### config.mk
export PLATFORM = sky130hd
export DESIGN_NAME = clkout_pm_ctrl
export DESIGN_NICKNAME = d
export VERILOG_FILES = /design/src/rtl/clkout_pm_ctrl.sv
export SDC_FILE = /design/constraint.sdc
export NUM_CORES = 1
export LEC_CHECK = 0
export BUFFER_PORTS_ARGS = -buffer_cell sky130_fd_sc_hd__buf_2
export CAP_MARGIN = 20
export CORE_AREA = 4 4 43 45
export CTS_CLUSTER_SIZE = 8
export DETAILED_ROUTE_END_ITERATION = 10
export DIE_AREA = 0 0 47 49
export MAX_ROUTING_LAYER = met4
export PLACE_DENSITY = 0.74
export SYNTH_ARGS = -nofsm -noshare
export SYNTH_HDL_FRONTEND = slang
export SYNTH_SLANG_ARGS = --single-unit
### constraint.sdc
create_clock -name clk -period 1.3 [get_ports clk]
set_input_delay 0.26 -clock clk [delete_from_list [all_inputs] [get_ports clk]]
set_output_delay 0.26 -clock clk [all_outputs]
set_load 0.02 [all_outputs]
### src/rtl/clkout_pm_ctrl.sv
module clkout_pm_ctrl #(
  parameter int          NUM_DIF   = 2,
  parameter logic [6:0]  ADDR_LOW  = 7'b1101000,
  parameter logic [6:0]  ADDR_HIGH = 7'b1101010
) (
  input  logic               clk,
  input  logic               rst_n,
  input  logic               pg_pd_n,
  input  logic               sadr_strap,
  input  logic [1:0]         ss_strap,
  input  logic [NUM_DIF-1:0] oe_n,
  input  logic               pll_lock,
  input  logic               en_wr,
  input  logic [NUM_DIF-1:0] en_wdata,
  input  logic               src_clk,
  input  logic               xtal_in,
  output logic [NUM_DIF-1:0] dif_t,
  output logic [NUM_DIF-1:0] dif_c,
  output logic               ref_out,
  output logic               ref_oe,
  output logic               straps_valid,
  output logic [6:0]         smb_addr,
  output logic [1:0]         spread_code
);

  localparam logic [1:0] SPREAD_OFF  = 2'b00;
  localparam logic [1:0] SPREAD_HALF = 2'b01;
  localparam logic [1:0] SPREAD_FULL = 2'b10;

  logic               pg_m, pg_s, pg_d, started;
  logic [NUM_DIF-1:0] oe_m, oe_s, reg_en, en_q, want;

  function automatic logic [1:0] decode_spread(input logic [1:0] lvl);
    case (lvl)
      2'b00:   return SPREAD_OFF;
      2'b01:   return SPREAD_HALF;
      default: return SPREAD_FULL;
    endcase
  endfunction

  always_ff @(posedge clk or negedge rst_n) begin
    if (!rst_n) begin
      pg_m <= 1'b0;
      pg_s <= 1'b0;
      pg_d <= 1'b0;
      oe_m <= '1;
      oe_s <= '1;
    end else begin
      pg_m <= pg_pd_n;
      pg_s <= pg_m;
      pg_d <= pg_s;
      oe_m <= oe_n;
      oe_s <= oe_m;
    end
  end

  always_ff @(posedge clk or negedge rst_n) begin
    if (!rst_n) begin
      started     <= 1'b0;
      smb_addr    <= ADDR_LOW;
      spread_code <= SPREAD_OFF;
    end else if (pg_s && !pg_d && !started) begin
      started     <= 1'b1;
      smb_addr    <= sadr_strap ? ADDR_HIGH : ADDR_LOW;
      spread_code <= decode_spread(ss_strap);
    end
  end

  always_ff @(posedge clk or negedge rst_n) begin
    if (!rst_n)      reg_en <= '1;
    else if (en_wr)  reg_en <= en_wdata;
  end

  assign want = {NUM_DIF{pg_s & pll_lock}} & reg_en & ~oe_s;

  always_ff @(posedge clk or negedge rst_n) begin
    if (!rst_n)        en_q <= '0;
    else if (!pg_s)    en_q <= '0;
    else if (!src_clk) en_q <= want;
  end

  assign dif_t        = en_q & {NUM_DIF{src_clk}};
  assign dif_c        = en_q & {NUM_DIF{~src_clk}};
  assign ref_oe       = started;
  assign ref_out      = started & pg_s & xtal_in;
  assign straps_valid = started;

  AST_STRAPS_FROZEN: assert property (@(posedge clk) disable iff (!rst_n)
    $past(started) |-> ($stable(smb_addr) && $stable(spread_code)));

  AST_ADDR_LEGAL: assert property (@(posedge clk) disable iff (!rst_n)
    (smb_addr == ADDR_LOW) || (smb_addr == ADDR_HIGH));

  AST_PD_SILENT: assert property (@(posedge clk) disable iff (!rst_n)
    !pg_s |=> (dif_t == '0 && dif_c == '0));

  AST_REF_STAYS_ON: assert property (@(posedge clk) disable iff (!rst_n)
    !$fell(ref_oe));

  AST_LOCK_BEFORE_RUN: assert property (@(posedge clk) disable iff (!rst_n)
    ((en_q & ~$past(en_q)) != '0) |-> $past(pll_lock));

  AST_NO_RUNT: assert property (@(posedge clk) disable iff (!rst_n)
    ($past(src_clk) && $past(pg_s)) |-> (en_q == $past(en_q)));

endmodule

# Word level (Yosys, flattened, before mapping)
# Cells that the tools add are included.
# W data, S select, Z words.
# word_totals
input_bits	14
out_inout_bits	16
ff_bits	21
# classes
muxes	4
n_eq_ne	2
reduce_logical	5
bitwise_logic	9
# ops
cell	count
$and A2 B2 Y2	4
$mux W2	3
$pmux W2 S2	1
$and A1 B1 Y1	3
$eq A2 B1 Y1 const B	1
$logic_and A1 B1 Y1	2
$logic_not A1 Y1	2
$logic_not A2 Y1	1
$ne A2 B2 Y1 const B	1
$not A2 Y2	1
$not A1 Y1	1

# Depth between registers and ports, before layout
# depth
ltp_word	5
depth_mapped	2
depth_no_buf	2

# Worst setup path after synthesis
# No wires, ideal clock.
# synth_path
kind	register to register
from	reg started (netlist: ref_oe)
to	reg smb_addr[1]
stages_incl_launch_ff	3
synth_period_minus_slack_ps	1207
arrival_ps	1082
required_ps	1175
path_buffers	0
setup_ps	125
setup_slack_ps	93
cell_sequence	dfrtp_1 > nor3b_4 > mux2_2
# synth_via
elab_chain_cells	2
# synth_rtl
item	line	text
start, declared	30	logic pg_m, pg_s, pg_d, started;
start signal, assigned	59	started <= 1'b0;
start signal, assigned	63	started <= 1'b1;
$logic_not A1 Y1	62	end else if (pg_s && !pg_d && !started) begin
$logic_and A1 B1 Y1	62	
end signal, assigned	64	smb_addr <= sadr_strap ? ADDR_HIGH : ADDR_LOW;
end, declared	22	output logic [6:0] smb_addr,
# No other way between the ends.
# A chain may end at the register's enable or synchronous reset.

# Worst setup path in the final report
# layout_path
from	reg started (netlist: ref_oe)
to	out ref_oe
# layout_rtl
item	line	text
end, declared	20	output logic ref_oe,
# No word-level cell between the ends.

==> flow_metrics.py <==
metrics = {
    "synth": {
        "ys_seq_area_share_pct": 63.4,
        "synthAdderAreaFrac_pct": 0,
        "synthDistinctLibCells": 13,
        "synth-compound-area-share_pct": 3.93,
        "syn_area_um2": 604,
        "yosys_warnings": 0,
        "syn-instance-count": 42,
        "ys_seq_elements": 15,
        "yosys.area_share.simple_pct": 12.8,
        "syn_area_per_cell_um2": 14.4,
        "synthMuxAreaShare_pct": 9.32,
        "synthXorXnorAreaFrac_pct": 0,
        "synth_top_family_by_area": "simple AND/OR/NAND/NOR gates",
    },
    "die": {
        "coreArea_um2": 1470,
        "rows": 14,
        "die_w_um": 47,
        "die_y_um": 49,
        "start_util_pct": 41.1,
        "io-pin-count": 30,
        "dieArea_um2": 2300,
    },
    "setup_path": {
        "worstPathMaxFanout": 4,
        "crit_buf_inv": 2,
        "reg2reg_to": "spread_code[0]",
        "crit_type": "reg -> out",
        "required_ns": 1.04,
        "reg2reg_from": "ref_oe",
        "crit_family": "flip-flops",
        "rrSetupSlack_ns": 0.06,
        "ff2ff_path_depth": 3,
        "cp.depth": 2,
        "critPathMaxStageDelay_ns": 0.39,
        "arrival_ns": 0.98,
        "crit_path_end_kind": "primary output",
        "crit_chain": "buf_4 -> buf_2",
        "start_kind": "flop",
        "crit_slowest_cell": "dfrtp_1",
    },
    "pwr": {
        "leakagePower_nw": 0.386,
        "p_int_uw": 681,
        "power_switching_uw": 232,
        "clockPowerShare_pct": 29.1,
        "swShare_pct": 25.4,
        "total_power_uw": 913,
        "power_density_nw_per_um2": 1180,
        "combPwrFrac_pct": 13.7,
        "ir_worst_vdd_v": 0.000958,
        "seqPwrFrac_pct": 57.2,
    },
    "cells_and_area": {
        "area_growth_pct": 28.2,
        "postLayoutCellArea_um2": 774,
        "multi_input_area_um2": 184,
        "drive_gt1_share_pct": 62.9,
        "antenna_cells": 0,
        "finalNetCount": 85,
        "nFillCells": 141,
        "regArea_um2": 383,
    },
    "drt": {
        "wl_um": 951,
        "dr_total_vias": 375,
        "drtPass1Iterations": 2,
        "postRouteAntennaNets": 0,
        "wl_per_cell_um": 11.1,
        "vias_per_cell": 4.36,
        "drt_iter0_markers": 1,
        "route.detailed.drc": 0,
    },
    "timing": {
        "finalWorstSetupSlack_ns": 0.0577,
        "rsz0062_at_grt": "no",
        "skew_ns": 0.00456,
        "hold-worst-slack_ns": 0.0658,
        "fin_setup_tns_ns": 0,
        "final_hold_viol_count": 0,
        "finalMaxSlewViolations": 0,
        "setup_viol": 0,
        "max_freq_mhz": 805,
        "timing.final.crit_share_pct": 95.6,
        "fin_crit_ns": 1.24,
    },
    "clock_network": {
        "cts_buffer_depth": 2,
        "clk_pin_slew_ns": 0.09,
        "worst_skew_pair.late_latency_ns": 0.28,
        "clock-sinks": 15,
        "htreeDepth": 1,
        "cts_tree": "yes",
        "root_buffer": "clkbuf_4",
        "cts_buffers": 3,
    },
    "placed_design": {
        "io_buffers": 23,
        "place_area_um2": 702,
        "globalplace.congestion": 0.653,
        "pre_cts_ws_ns": 0.122,
    },
    "global_routing": {
        "grt_antenna_before_repair": 0,
        "grt_use_total_pct": 9.85,
        "grt_pass1_wl_um": 1640,
        "globalRouteOverflowTotal": 0,
        "grt_pass1_vias": 380,
        "grt_start_max_net_pins": 16,
    },
    "hold_path": {
        "hold_depth": 1,
        "hp-class": "in -> reg",
        "worstHoldEndpoint": "oe_m[1]",
        "worstHoldStart": "oe_n[1]",
    },
    "flow_run": {
        "maxCapViolCount": 0,
    },
    "run_status": {
        "status": "complete, no violations",
    },
}
[flip-flops by register name, indices dropped and copies added, names as in the netlist]
name,count
pg_d,1
smb_addr,1
pg_m,1
reg_en,2
oe_s,2
spread_code,2
pg_s,1
oe_m,2
ref_oe,1
en_q,2
[synthesized netlist by cell type]
cell type  n  share of area [%]
inv_1      1               0.62
nor4bb_1   2                3.3
nor2b_1    3                3.1
and3_2     1                1.2
o21a_1     2                2.5
and2_1     2                2.1
nor3b_4    1                3.1
mux2_2     5                9.3
conb_1     2                1.2
a21o_2     1                1.4
dfrtp_1    9                 37
buf_4      7                8.7
dfstp_2    6                 26
[worst register-to-register path, cell delays in order, from the launching register on]
cell and delay, ns:
dfrtp_1 0.39, buf_4 0.16, nor3b_4 0.23, mux2_2 0.36
[metrics by stage]
step | util (%) | cells
finish | 52.6 | 86
global route | 52.6 | 86
CTS | 52.0 | 86
detailed placement | 47.7 | 78
global placement | 47.7 | 78
floorplan | - | 46
[cells by family after synthesis]
| group | count (synthesis) |
|---|---|
| flip-flops | 15 |
| multiplexers | 5 |
| other | 2 |
| AND/OR/NAND/NOR | 9 |
| buffers and inverters | 8 |
| AO/OA/AOI/OAI | 3 |
[worst max path at each step]
stage	startpoint	end	slack, ns
after floorplan	ref_oe	smb_addr[1]	0.09
after global placement	ref_oe	spread_code[1]	0.15
after detailed placement	ref_oe	spread_code[1]	0.12
after CTS	pg_s	ref_out	0.01
final	ref_oe	ref_oe	0.06
after global routing	pg_s	ref_out	0.004
[layout make-up]
type	instances	share of cell area [%]
sequential	15	49.4
clock buffer	3	2.91
tap	16	2.58
clock inverter	1	0.969
timing repair buffer	27	19.9
multi-input combinational	23	23.7
inverter	1	0.485
[routing by layer]
layer / up-vias / share of wire (%) / global-route usage [%]
met5: - / 0 / -
met4: 0 / 0 / 0
met3: 0 / 14 / 5.54
met2: 23 / 44 / 14.7
met1: 173 / 42 / 12.5
li1: 179 / - / -
[power groups by stage]
stage          logic, mW  clock network, mW  registers [mW]
5_1_grt            0.138              0.304           0.527
2_1_floorplan     0.0626                  0           0.545
3_3_place_gp       0.113                  0           0.531
6_report           0.125              0.266           0.522
3_5_place_dp       0.115                  0           0.532
4_1_cts            0.123              0.279           0.522
[timing repair]
action                     in CTS  in global routing
gates resized for setup         0                  3
hold endpoints to repair        9                  0
setup endpoints to repair       1                  4
hold buffers                    1                  0
buffers inserted                3                  0
pin swaps                       0                  1
[cell usage in the layout, fill, tap and decap left out]
cell type	instances
o21a_1	2
nor4bb_1	2
inv_1	1
nor2b_1	3
dfstp_2	6
and3_4	1
mux2_2	5
dfrtp_1	9
a21o_2	1
dlygate4sd3_1	1
conb_1	6
nor3b_4	1
buf_2	22
clkbuf_4	3
buf_6	1
buf_4	3
clkinvlp_4	1
and2_1	2
No activity file was read; power rests on OpenSTA's default activity.
